<file path="config.mk">
export PLATFORM = sky130hd
export DESIGN_NAME = vpic_top
export DESIGN_NICKNAME = d
export VERILOG_FILES = /design/src/rtl/vpic_pkg.sv /design/src/rtl/vpic_regfile.sv /design/src/rtl/vpic_state.sv /design/src/rtl/vpic_select.sv /design/src/rtl/vpic_top.sv
export SDC_FILE = /design/constraint.sdc
export NUM_CORES = 1
export LEC_CHECK = 0
export CAP_MARGIN = 10
export CORE_ASPECT_RATIO = 1.25
export CORE_UTILIZATION = 45
export DETAILED_ROUTE_END_ITERATION = 12
export PLACE_DENSITY = 0.64
export RECOVER_POWER = 25
export REMOVE_ABC_BUFFERS = 1
export SETUP_SLACK_MARGIN = 0.15
export SLEW_MARGIN = 25
export SYNTH_ARGS = -nofsm -noshare
export SYNTH_HDL_FRONTEND = slang
export SYNTH_HIERARCHICAL = 1
export SYNTH_SLANG_ARGS = --single-unit
</file>
<file path="constraint.sdc">
create_clock -name clk -period 144.3 [get_ports clk]
set_input_delay 28.86 -clock clk [delete_from_list [all_inputs] [get_ports clk]]
set_output_delay 28.86 -clock clk [all_outputs]
set_load 0.005 [all_outputs]
</file>
<file path="src/rtl/vpic_pkg.sv">
package vpic_pkg;
  localparam int NLINES    = 32;
  localparam int LINE_BASE = 16;
  localparam int NEXC      = LINE_BASE + NLINES;
  localparam int NUM_W     = $clog2(NEXC);
  localparam int PRIO_W    = 2;
  localparam int NSYS      = 3;
  // ranks: 0 = non-maskable, 1 = hard fault, 2.. = configurable, all ones = none
  localparam int RANK_W    = $clog2(2 + (1 << PRIO_W) + 1);
  localparam logic [RANK_W-1:0] RANK_NONE = '1;
  localparam int ADDR_W    = 12;
  localparam int DATA_W    = 32;

  localparam int EXC_NMI   = 2;
  localparam int EXC_HF    = 3;
  localparam int EXC_TICK  = 15;

  localparam logic [ADDR_W-1:0] A_EN_SET   = 12'h100;
  localparam logic [ADDR_W-1:0] A_EN_CLR   = 12'h180;
  localparam logic [ADDR_W-1:0] A_PND_SET  = 12'h200;
  localparam logic [ADDR_W-1:0] A_PND_CLR  = 12'h280;
  localparam logic [ADDR_W-1:0] A_PRIO     = 12'h400;
  localparam logic [ADDR_W-1:0] A_TICKPRIO = 12'hD20;
endpackage

</file>
<file path="src/rtl/vpic_regfile.sv">
module vpic_regfile
  import vpic_pkg::*;
(
  input  logic                          clk,
  input  logic                          rst_n,
  input  logic                          bus_sel,
  input  logic                          bus_wr,
  input  logic [ADDR_W-1:0]             bus_addr,
  input  logic [DATA_W-1:0]             bus_wdata,
  input  logic [NLINES-1:0]             line_pend,
  output logic [DATA_W-1:0]             bus_rdata,
  output logic [NLINES-1:0]             line_en,
  output logic [NLINES-1:0][PRIO_W-1:0] line_prio,
  output logic [PRIO_W-1:0]             tick_prio,
  output logic [NLINES-1:0]             pend_set,
  output logic [NLINES-1:0]             pend_clr
);
  localparam int BYTES_PER_WORD = DATA_W / 8;
  localparam int LOW_ZERO       = 8 - PRIO_W;

  logic                          wr;
  logic [NLINES-1:0]             en_n;
  logic [NLINES-1:0][PRIO_W-1:0] prio_n;
  logic [PRIO_W-1:0]             tick_n;
  logic                          prio_hit;
  logic [2:0]                    prio_word;

  assign wr       = bus_sel & bus_wr;
  assign pend_set = (wr && bus_addr == A_PND_SET) ? bus_wdata : '0;
  assign pend_clr = (wr && bus_addr == A_PND_CLR) ? bus_wdata : '0;

  always_comb begin
    en_n = line_en;
    if (wr && bus_addr == A_EN_SET) en_n = line_en | bus_wdata;
    if (wr && bus_addr == A_EN_CLR) en_n = line_en & ~bus_wdata;
    prio_n = line_prio;
    for (int i = 0; i < NLINES; i++) begin
      if (wr && bus_addr == ADDR_W'(int'(A_PRIO) + BYTES_PER_WORD * (i / BYTES_PER_WORD)))
        prio_n[i] = bus_wdata[8 * (i % BYTES_PER_WORD) + LOW_ZERO +: PRIO_W];
    end
    tick_n = tick_prio;
    if (wr && bus_addr == A_TICKPRIO) tick_n = bus_wdata[DATA_W-PRIO_W +: PRIO_W];
  end

  always_ff @(posedge clk or negedge rst_n) begin
    if (!rst_n) begin
      line_en   <= '0;
      line_prio <= '0;
      tick_prio <= '0;
    end else begin
      line_en   <= en_n;
      line_prio <= prio_n;
      tick_prio <= tick_n;
    end
  end

  assign prio_hit  = (bus_addr[ADDR_W-1:5] == A_PRIO[ADDR_W-1:5]) && (bus_addr[1:0] == 2'b00);
  assign prio_word = bus_addr[4:2];

  always_comb begin
    bus_rdata = '0;
    if (bus_addr == A_EN_SET || bus_addr == A_EN_CLR)        bus_rdata = line_en;
    else if (bus_addr == A_PND_SET || bus_addr == A_PND_CLR) bus_rdata = line_pend;
    else if (bus_addr == A_TICKPRIO)  bus_rdata[DATA_W-PRIO_W +: PRIO_W] = tick_prio;
    else if (prio_hit) begin
      for (int j = 0; j < BYTES_PER_WORD; j++)
        bus_rdata[8*j +: 8] = {line_prio[int'(prio_word) * BYTES_PER_WORD + j], {LOW_ZERO{1'b0}}};
    end
  end
endmodule

</file>
<file path="src/rtl/vpic_state.sv">
module vpic_state
  import vpic_pkg::*;
#(
  parameter logic [NLINES-1:0] PULSE_LINES = 32'h0000_FFFF
) (
  input  logic              clk,
  input  logic              rst_n,
  input  logic [NLINES-1:0] irq_in,
  input  logic [NSYS-1:0]   sys_req,
  input  logic [NLINES-1:0] pend_set,
  input  logic [NLINES-1:0] pend_clr,
  input  logic [NLINES-1:0] take_line,
  input  logic [NSYS-1:0]   take_sys,
  input  logic [NLINES-1:0] ret_line,
  input  logic [NSYS-1:0]   ret_sys,
  output logic [NLINES-1:0] pend_line,
  output logic [NSYS-1:0]   pend_sys,
  output logic [NLINES-1:0] act_line,
  output logic [NSYS-1:0]   act_sys
);
  logic [NLINES-1:0] irq_q;
  logic [NLINES-1:0] capture;
  logic [NLINES-1:0] pend_line_n, act_line_n;
  logic [NSYS-1:0]   pend_sys_n, act_sys_n;

  for (genvar g = 0; g < NLINES; g++) begin : g_cap
    if (PULSE_LINES[g]) begin : g_edge
      assign capture[g] = irq_in[g] & ~irq_q[g];
    end else begin : g_level
      assign capture[g] = irq_in[g] & ~act_line[g] & ~take_line[g];
    end
  end

  always_comb begin
    pend_line_n = (pend_line & ~pend_clr & ~take_line) | pend_set | capture;
    act_line_n  = (act_line | take_line) & ~ret_line;
    pend_sys_n  = (pend_sys & ~take_sys) | sys_req;
    act_sys_n   = (act_sys | take_sys) & ~ret_sys;
  end

  always_ff @(posedge clk or negedge rst_n) begin
    if (!rst_n) begin
      irq_q     <= '0;
      pend_line <= '0;
      act_line  <= '0;
      pend_sys  <= '0;
      act_sys   <= '0;
    end else begin
      irq_q     <= irq_in;
      pend_line <= pend_line_n;
      act_line  <= act_line_n;
      pend_sys  <= pend_sys_n;
      act_sys   <= act_sys_n;
    end
  end
endmodule

</file>
<file path="src/rtl/vpic_select.sv">
module vpic_select
  import vpic_pkg::*;
(
  input  logic [NEXC-1:0]             req,
  input  logic [NEXC-1:0][RANK_W-1:0] rank,
  output logic                        hit,
  output logic [NUM_W-1:0]            num,
  output logic [RANK_W-1:0]           best
);
  // scan from the top so that lower numbers overwrite on equal rank
  always_comb begin
    hit  = 1'b0;
    num  = '0;
    best = RANK_NONE;
    for (int i = NEXC - 1; i >= 0; i--) begin
      if (req[i] && rank[i] <= best) begin
        hit  = 1'b1;
        num  = NUM_W'(i);
        best = rank[i];
      end
    end
  end
endmodule

</file>
<file path="src/rtl/vpic_top.sv">
module vpic_top
  import vpic_pkg::*;
#(
  parameter logic [DATA_W-1:0] VEC_BASE    = 32'h0000_0000,
  parameter logic [NLINES-1:0] PULSE_LINES = 32'h0000_FFFF
) (
  input  logic              clk,
  input  logic              rst_n,
  input  logic              bus_sel,
  input  logic              bus_wr,
  input  logic [ADDR_W-1:0] bus_addr,
  input  logic [DATA_W-1:0] bus_wdata,
  output logic [DATA_W-1:0] bus_rdata,
  input  logic [NLINES-1:0] irq_in,
  input  logic [NSYS-1:0]   sys_req,
  input  logic              ent_take,
  input  logic              ret_take,
  input  logic [NUM_W-1:0]  ret_num,
  output logic              irq_valid,
  output logic [NUM_W-1:0]  irq_num,
  output logic [DATA_W-1:0] irq_vector,
  output logic              irq_preempt
);
  localparam int SYS_EXC [NSYS] = '{EXC_NMI, EXC_HF, EXC_TICK};

  logic [NLINES-1:0]             line_en, line_pend, line_act, pend_set, pend_clr;
  logic [NLINES-1:0][PRIO_W-1:0] line_prio;
  logic [PRIO_W-1:0]             tick_prio;
  logic [NSYS-1:0]               sys_pend, sys_act, take_sys, ret_sys;
  logic [NLINES-1:0]             take_line, ret_line;
  logic [NEXC-1:0]               pend_vec, act_vec;
  logic [NEXC-1:0][RANK_W-1:0]   ex_rank;
  logic [RANK_W-1:0]             win_rank, act_rank;
  logic                          act_any;
  logic [NUM_W-1:0]              act_num;
  logic                          take_ok;

  assign take_ok = ent_take & irq_valid;

  vpic_regfile u_regs (
    .clk, .rst_n, .bus_sel, .bus_wr, .bus_addr, .bus_wdata,
    .line_pend (line_pend), .bus_rdata, .line_en, .line_prio, .tick_prio,
    .pend_set, .pend_clr
  );

  vpic_state #(.PULSE_LINES(PULSE_LINES)) u_state (
    .clk, .rst_n, .irq_in, .sys_req, .pend_set, .pend_clr,
    .take_line, .take_sys, .ret_line, .ret_sys,
    .pend_line (line_pend), .pend_sys (sys_pend),
    .act_line  (line_act),  .act_sys  (sys_act)
  );

  for (genvar n = 0; n < NLINES; n++) begin : g_line
    localparam int E = LINE_BASE + n;
    assign take_line[n]    = take_ok  && irq_num == NUM_W'(E);
    assign ret_line[n]     = ret_take && ret_num == NUM_W'(E);
    assign pend_vec[E]     = line_pend[n] & line_en[n];
    assign act_vec[E]      = line_act[n];
    assign ex_rank[E]      = RANK_W'(2) + RANK_W'(line_prio[n]);
  end

  for (genvar s = 0; s < NSYS; s++) begin : g_sysmap
    assign take_sys[s] = take_ok  && irq_num == NUM_W'(SYS_EXC[s]);
    assign ret_sys[s]  = ret_take && ret_num == NUM_W'(SYS_EXC[s]);
  end

  for (genvar e = 0; e < LINE_BASE; e++) begin : g_sysexc
    if (e == EXC_NMI) begin : g_nmi
      assign pend_vec[e] = sys_pend[0];
      assign act_vec[e]  = sys_act[0];
      assign ex_rank[e]  = RANK_W'(0);
    end else if (e == EXC_HF) begin : g_hf
      assign pend_vec[e] = sys_pend[1];
      assign act_vec[e]  = sys_act[1];
      assign ex_rank[e]  = RANK_W'(1);
    end else if (e == EXC_TICK) begin : g_tick
      assign pend_vec[e] = sys_pend[2];
      assign act_vec[e]  = sys_act[2];
      assign ex_rank[e]  = RANK_W'(2) + RANK_W'(tick_prio);
    end else begin : g_none
      assign pend_vec[e] = 1'b0;
      assign act_vec[e]  = 1'b0;
      assign ex_rank[e]  = RANK_NONE;
    end
  end

  vpic_select u_sel_pend (
    .req (pend_vec), .rank (ex_rank), .hit (irq_valid), .num (irq_num), .best (win_rank)
  );

  vpic_select u_sel_act (
    .req (act_vec), .rank (ex_rank), .hit (act_any), .num (act_num), .best (act_rank)
  );

  assign irq_vector  = VEC_BASE + {{(DATA_W-NUM_W-2){1'b0}}, irq_num, 2'b00};
  assign irq_preempt = irq_valid && (!act_any || win_rank < act_rank);

  logic unused_ok;
  assign unused_ok = ^act_num;
endmodule

</file>
==> results of run 1 <==
## tightest hold or removal path: stages (launching register included)
cell,delay [ns]
dfrtp_1,0.39
inv_1,0.06
mux2i_1,0.06
## cell usage in the layout, fill, tap and decap left out, types with 24 or more instances in the layout
cell and instances:
nand2_1 279, mux2_2 83, and3_1 37, o211ai_1 34
and2_1 126, o21bai_1 24, o21ai_1 38, a31oi_1 35
nand4_1 26, a22oi_1 26, a21o_1 41, a21oi_1 153
dfrtp_1 184, inv_1 286, nor3_1 55, nor2b_1 79
a211oi_1 43, ha_1 120, a21boi_0 26, nor2_1 433
or2_2 54, o31ai_1 32, nand3_1 115, or3_1 26
clkdlybuf4s50_1 117, a22o_1 30, o21a_1 42, conb_1 369
o21ai_0 127, nand2b_1 110, mux2i_1 59
## where the power goes
group          switching [uW]  leakage (uW)  total [uW]  internal (uW)
Clock                    25.5      0.000300        50.8           25.3
Combinational            40.4        0.0101        68.6           28.2
Sequential               1.22       0.00218        53.6           52.4
Total                    67.2        0.0126         173            106
## path summary, 6_finish.rpt
kind                            slack [ns]                     to  cells after the start                  start
worst max-delay path                 64.10            irq_preempt                    241  u_state/pend_line[31]
worst min-delay path                  0.54               register                      2               register
worst max register to register       92.80  u_state/pend_line[17]                    242  u_state/pend_line[31]
worst min register to register        0.54               register                      2               register
max in group asynchronous           110.85    u_regs/line_prio[0]                      3                  rst_n
min in group asynchronous            30.16       u_state/irq_q[3]                      1                  rst_n
## metal layers
| metal | GRT usage (%) | vias up |
|---|---|---|
| met2 | 53.9 | 862 |
| met4 | 20.6 | 0 |
| met5 | 0 | - |
| met3 | 3.16 | 241 |
| li1 | - | 12200 |
| met1 | 35.1 | 11500 |
## per-stage QoR
step,cell area (um^2),power (uW),setup slack [ns],cells
floorplan,24800,101,72.15,3497
global placement,27100,121,65.31,4319
detailed placement,27100,121,65.19,4320
CTS,27700,172,64.46,4352
global route,27700,185,59.57,4352
finish,27700,173,64.10,4352
## cell type report
class | count | area [um^2]
clock buffers | 18 | 429
well taps | 672 | 841
multi-input cells | 3025 | 19100
repair buffers | 151 | 1460
inverters | 288 | 1080
clock inverters | 14 | 203
fillers | 5223 | 24800
flip-flops and latches | 184 | 4600
==> qor.csv, run 1 <==
metric,value,unit
status,"finished, violations left",
violated checks,"capacitance limit, slew limit",
Slew HR,-227,%
Chip Height,260,um
syn avg cell area,7.42,um^2
post-layout net count,3878,
Crit path required time,115.44,ns
Hold Path Class,reg2reg,
drt pass-1 iters,6,
Max Clock Skew,0.0191,ns
max-slew violation count,89,
grt total ovfl,0,
setup TNS,0,ns
vias in the first global route,23500,
Final ANT Viol Nets,0,
CTS H-tree lvls,4,
Syn-to-layout area delta,15.9,%
routed vias,24800,
starting density of the core,45.5,%
"Reg clk slew, reported paths",0.09,ns
Leak,0.0126,uW
Die Width,208,um
CP max stage cell,a221oi_1,
CP arrival,51.34,ns
CP Class,reg2out,
Tcrit/Tclk final,55.6,%
row count,94,
CTS tree,yes,
n_diodes,0,
global-route wire length before repair,129000,um
drt total wl,83900,um
RD Place Congestion,0.983,
CP max stage delay,0.61,ns
routed length on met2,40600,um
Setup-failing EPs final,0,
clk sink count,184,
Root Buffer,clkbuf_16,
CTS Buf Count,17,
Core Box Area,52600,um^2
VDD IR max,0.00000612,V
Hold WS,0.539,ns
initial antenna violation count,1,
post-DP HPWL,67700,um
max layer used,met4,
crit path capture type,output port,
pin count of the biggest net entering global routing,89,
Synthesis Warnings,6,
DR WL met3,4080,um
"Hold Vio Cnt, Final",0,
"Core Util, Final",52.7,%
max frequency,12.5,MHz
drt wl/cell,19.3,um
Remaining DRCs,0,
Tmin final,80.20,ns
Max Buffers Root-to-Sink,2,
pwr dens,6.24,nW/um^2
die area,54100,um^2
hold_buf cts,0,
"delay-heaviest family, CP",compound AO/OA/AOI/OAI gates,
layout cells sized above 1,8.78,%
cell repeated most along the worst path,nor2_1,
DRT iter0 DRCs,1987,
Post-Syn Area,23900,um^2
critical path peak fanout,8,
worst slew pin tran,4.90,ns
post-CTS setup buffer count,0,
launching element type of the critical path,register,
# IOs,163,
clock latency on the worst-skew pair,0.48,ns
post_cts resized,0,
port buffer count,136,
RSZ-0062 raised after global routing,false,
Total GRT Usage,30.6,%
Via density,5.69,
max-cap violations,1,
CP Buf/Inv Count,5,
M1 WL,33200,um
Mapped Cells,3224,
(Power assumes the default switching activity.)
==> inputs of run 2 (changes only) <==
- clock period: 144.3 -> 73.8 ns (I/O delays scaled with it)
==> qor.csv, run 2 (synthesis gave the netlist of run 1 again) <==
metric,value,unit,change
max frequency,15.1,MHz,
Setup-failing EPs final,0,,unchanged
cell area after layout,27700,um^2,about the same
row count,94,,unchanged
Hold WS,0.541,ns,+0.00247 ns
starting density of the core,45.5,%,unchanged
n_diodes,0,,unchanged
clk sink count,184,,unchanged
DR WL met3,4240,um,+4.0%
CTS H-tree lvls,4,,unchanged
routed length on met2,41300,um,+1.7%
Combinational Power Share,39.8,%,about the same
pin count of the biggest net entering global routing,111,,+25%
Leak,0.0126,uW,about the same
die area,54100,um^2,unchanged
"delay-heaviest family, CP",compound AO/OA/AOI/OAI gates,,
CP max stage cell,a2111oi_1,,
VDD IR max,0.0000159,V,+160%
hold_buf cts,0,,unchanged
Hold Path Class,reg2reg,,
switching share of power,39.2,%,+0.40 points
CP Class,reg2out,,
initial antenna violation count,2,,+1
Final ANT Viol Nets,0,,unchanged
CTS Buf Count,17,,unchanged
post-layout net count,3877,,-0.026%
clock latency on the worst-skew pair,0.47,ns,about the same
Slew HR,-309,%,-82 points
Placed Cells,4319,,-0.023%
Die Width,208,um,unchanged
global-route wire length before repair,128000,um,-0.74%
post-CTS setup buffer count,0,,unchanged
cell repeated most along the worst path,nor2_1,,
Total GRT Usage,30.5,%,-0.11 points
M1 WL,33000,um,-0.60%
"commonest non-fill, non-tap cells in the layout","nor2_1 (433), conb_1 (369), inv_1 (286)",,
Max Buffers Root-to-Sink,2,,unchanged
Crit path required time,59.04,ns,-56.40 ns
"Hold Vio Cnt, Final",0,,unchanged
post-route setup slack,7.49,ns,-56.61 ns
max-slew violation count,111,,+25%
CP startpoint,u_state/pend_line[31],,
Max Clock Skew,0.0177,ns,-0.00143 ns
area post-placement,27100,um^2,about the same
CTS tree,yes,,
pwr dens,12.2,nW/um^2,+95%
NetSw,132,uW,+97%
Remaining DRCs,0,,unchanged
worst slew pin tran,6.14,ns,+1.23 ns
Sequential Power Share,31.1,%,about the same
setup TNS,0,ns,unchanged
fin cells,4351,,-0.023%
post_cts resized,0,,unchanged
CP Buf/Inv Count,5,,unchanged
CP max stage delay,0.64,ns,+0.03 ns
DRT iter0 DRCs,1912,,-3.8%
vias in the first global route,23100,,-1.6%
CP arrival,51.55,ns,+0.21 ns
drt pass-1 iters,6,,unchanged
Int Power,205,uW,+93%
max-cap violations,1,,unchanged
"Reg clk slew, reported paths",0.09,ns,about the same
Root Buffer,clkbuf_16,,
reg2reg start,u_state/pend_line[31],,
Core Box Area,52600,um^2,unchanged
violated checks,"capacitance limit, slew limit",,
launching element type of the critical path,register,,
grt total ovfl,0,,unchanged
Tcrit/Tclk final,89.9,%,
RSZ-0062 raised after global routing,false,,
RD Place Congestion,0.980,,-0.31%
status,"finished, violations left",,
layout cells sized above 1,8.78,%,about the same
routed vias,24600,,-0.80%
"commonest non-fill, non-tap cell in the layout",nor2_1,,
Via density,5.65,,-0.77%
max layer used,met5,,
Chip Height,260,um,unchanged
post-DP HPWL,67500,um,-0.27%
drt wl/cell,19.3,um,+0.18%
drt total wl,84100,um,+0.16%
port buffer count,136,,unchanged
worst slack at placement,8.83,ns,-56.36 ns
Syn-to-layout area delta,15.9,%,about the same
# IOs,163,,unchanged
clock share of power,29.1,%,-0.2 points
crit path capture type,output port,,
critical path peak fanout,8,,unchanged
Tmin final,66.31,ns,
run 2: power by group through the flow:
stage,clock network [uW],registers (uW),logic [uW]
global placement,0,107,129
detailed placement,0,107,129
CTS,99.2,105,130
floorplan,0,106,91.5
finish,98.0,105,134
global route,102,105,152
run 2: metal layers:
metal | global-route usage (%) | vias up
met2 | 54.4 | 790
met5 | 0 | -
met4 | 19.1 | 2
met1 | 34.6 | 11400
li1 | - | 12200
met3 | 3.68 | 211
run 2: path summary, 6_finish.rpt:
path                       cells past startpoint                    to  slack (ns)
max                                          241           irq_preempt        7.49
min                                            2              register        0.54
max reg2reg                                  243  u_state/act_line[17]       22.08
min reg2reg                                    2              register        0.54
max in group asynchronous                      1  u_regs/line_prio[19]       53.80
min in group asynchronous                      1             async pin       16.56
run 2: cell type report:
cell class                 instances  area [um^2]
sequential                       184         4600
timing repair buffer             150         1450
clock buffer                      18          439
clock inverter                    14          190
tap                              672          841
inverter                         288         1080
fill                            5173        24900
multi-input combinational       3025        19100
run 2: worst reg2reg max path, delay by kind of cell (launching register included):
family	cells	cell delay [ns]
muxes	12	3.98
adders and majority gates	40	11.15
AOI/OAI and AO/OA	98	20.73
and+or+nand+nor	89	15.12
buffers and inverters	4	0.36
DFF	1	0.40
run 2: per-stage QoR:
stage | total power [uW] | utilization (%)
CTS | 334 | 52.7
floorplan | 197 | -
global placement | 236 | 51.5
detailed placement | 236 | 51.5
global route | 359 | 52.7
finish | 337 | 52.7
==> inputs of run 3 (changes only) <==
- CORE_ASPECT_RATIO: 1.25 -> default
==> qor.csv, run 3 (synthesis gave the netlist of run 1 again) <==
metric,value,unit,change
n_diodes,0,,unchanged
grt total ovfl,0,,unchanged
"commonest non-fill, non-tap cell in the layout",nor2_1,,
"Hold Vio Cnt, Final",0,,unchanged
hold_buf cts,0,,unchanged
post-CTS setup buffer count,0,,unchanged
post-DP HPWL,65900,um,-2.3%
post-layout net count,3882,,+0.13%
max-slew violation count,135,,+22%
Combinational Power Share,39.7,%,about the same
port buffer count,136,,unchanged
R2R setup slack,21.99,ns,-0.09 ns
CP arrival,51.77,ns,+0.22 ns
initial antenna violation count,4,,+2
drt pass-1 iters,5,,-1
Max Clock Skew,0.0183,ns,+0.000628 ns
row count,84,,-11%
Sequential Power Share,31.0,%,about the same
# IOs,163,,unchanged
global-route wire length before repair,129000,um,+0.41%
clock latency on the worst-skew pair,0.51,ns,+0.04 ns
setup TNS,0,ns,unchanged
max-cap violations,2,,+1
drt wl/cell,18.9,um,-2.4%
Hold Path Stages,1,,-1
reg2reg start,u_state/pend_line[31],,
Reg2Reg Depth,242,,-0.41%
"Reg clk slew, reported paths",0.09,ns,about the same
switching share of power,39.8,%,+0.59 points
max frequency,15.0,MHz,-0.32%
DRT iter0 DRCs,2002,,+4.7%
"commonest non-fill, non-tap cells in the layout","nor2_1 (433), conb_1 (369), inv_1 (286)",,
Remaining DRCs,0,,unchanged
Max Buffers Root-to-Sink,2,,unchanged
Root Buffer,clkbuf_16,,
Syn-to-layout area delta,16.0,%,
Final ANT Viol Nets,0,,unchanged
Setup-failing EPs final,0,,unchanged
Die Width,233,um,+12%
Worst Hold Endpoint,u_state/pend_sys[2],,
crit path capture type,output port,,
fin cells,4372,,+0.48%
RSZ-0062 raised after global routing,false,,
Chip Height,233,um,-10%
starting density of the core,45.5,%,about the same
Int Power,204,uW,-0.43%
pin count of the biggest net entering global routing,89,,-20%
CP max stage delay,0.73,ns,+0.09 ns
VDD IR max,0.0000169,V,+6.3%
Crit path required time,59.04,ns,about the same
layout cells sized above 1,8.88,%,+0.097 points
violated checks,"capacitance limit, slew limit",,
beginning of the worst hold path,u_state/pend_sys[2],,
cell area after layout,27800,um^2,+0.14%
CTS tree,yes,,
launching element type of the critical path,register,,
pwr dens,12.2,nW/um^2,+0.40%
area post-placement,27100,um^2,+0.19%
critical path peak fanout,8,,unchanged
CTS H-tree lvls,4,,unchanged
Tmin final,66.53,ns,+0.216 ns
clock share of power,29.3,%,+0.2 points
Placed Cells,4340,,+0.49%
Total GRT Usage,30.6,%,+0.12 points
CP Class,reg2out,,
Leak,0.0126,uW,+0.16%
RD Place Congestion,0.978,,-0.20%
clk sink count,184,,unchanged
Hold Path Class,reg2reg,,
routed vias,24900,,+1.2%
vias in the first global route,22700,,-1.7%
die area,54100,um^2,about the same
NetSw,135,uW,+2.0%
Hold WS,0.516,ns,-0.0255 ns
drt total wl,82500,um,-1.9%
CP max stage cell,a2111oi_1,,
reg-to-reg endpoint,u_state/pend_line[14],,
worst slew pin tran,4.91,ns,-1.23 ns
Via density,5.69,,+0.71%
Slew HR,-227,%,+82 points
status,"finished, violations left",,
Tcrit/Tclk final,90.1,%,+0.29 points
post_cts resized,0,,unchanged
CTS Buf Count,17,,unchanged
Core Box Area,52600,um^2,about the same
==> run 3: changes by cell type in the layout (fill, tap and decap cells not counted), sizes merged <==
cell | previous run | this run
buf | 16 | 20
clkinv | 9 | 6
inv | 293 | 297
==> run 3: worst max path at each step <==
| stage | start | endpoint | slack [ns] | cells after the start |
|---|---|---|---|---|
| after global placement | u_state/pend_line[31] | irq_preempt | 8.54 | 241 |
| final | u_state/pend_line[31] | irq_preempt | 7.27 | 240 |
| after floorplan | u_state/pend_line[31] | irq_preempt | 15.75 | 240 |
| after CTS | u_state/pend_line[31] | irq_preempt | 7.84 | 240 |
| after global routing | u_state/pend_line[31] | irq_preempt | 2.85 | 240 |
| after detailed placement | u_state/pend_line[31] | irq_preempt | 8.66 | 240 |
==> run 3: metrics by stage <==
step / power (uW) / utilization (%) / worst slack, ns
4_1_cts: 336 / 52.8 / 7.84
3_3_place_gp: 236 / 51.7 / 8.54
3_5_place_dp: 236 / 51.7 / 8.66
2_1_floorplan: 197 / - / 15.75
5_1_grt: 362 / 52.8 / 2.85
6_report: 339 / 52.8 / 7.27
==> run 3: power groups by stage <==
stage / sequential (uW) / clock, uW / combinational, uW
final: 105 / 99.3 / 134
after global routing: 105 / 104 / 153
after CTS: 105 / 101 / 130
after detailed placement: 107 / 0 / 129
after global placement: 107 / 0 / 129
after floorplan: 106 / 0 / 91.5
==> run 3: cell type report <==
class / count / area [um^2]
multi-input combinational: 3025 / 19100
tap: 688 / 861
timing repair buffer: 155 / 1480
inverter: 288 / 1080
sequential: 184 / 4600
fill: 5273 / 24800
clock inverter: 15 / 191
clock buffer: 17 / 425
==> run 3: routing by layer <==
| metal | wire, um | global-route usage (%) |
|---|---|---|
| met1 | 37700 | 42.2 |
| met2 | 36300 | 48.5 |
| met3 | 5760 | 4.80 |
| met4 | 2660 | 10.2 |
| met5 | 17 | 0 |
==> run 3: critical path: cells and delay by family, from the launching register on <==
kind / cells / cell delay (ns)
AOI/OAI and AO/OA: 99 / 21.47
and+or+nand+nor: 84 / 13.37
muxes: 12 / 3.99
DFF: 1 / 0.37
adders and majority gates: 40 / 11.20
buffers and inverters: 5 / 0.80
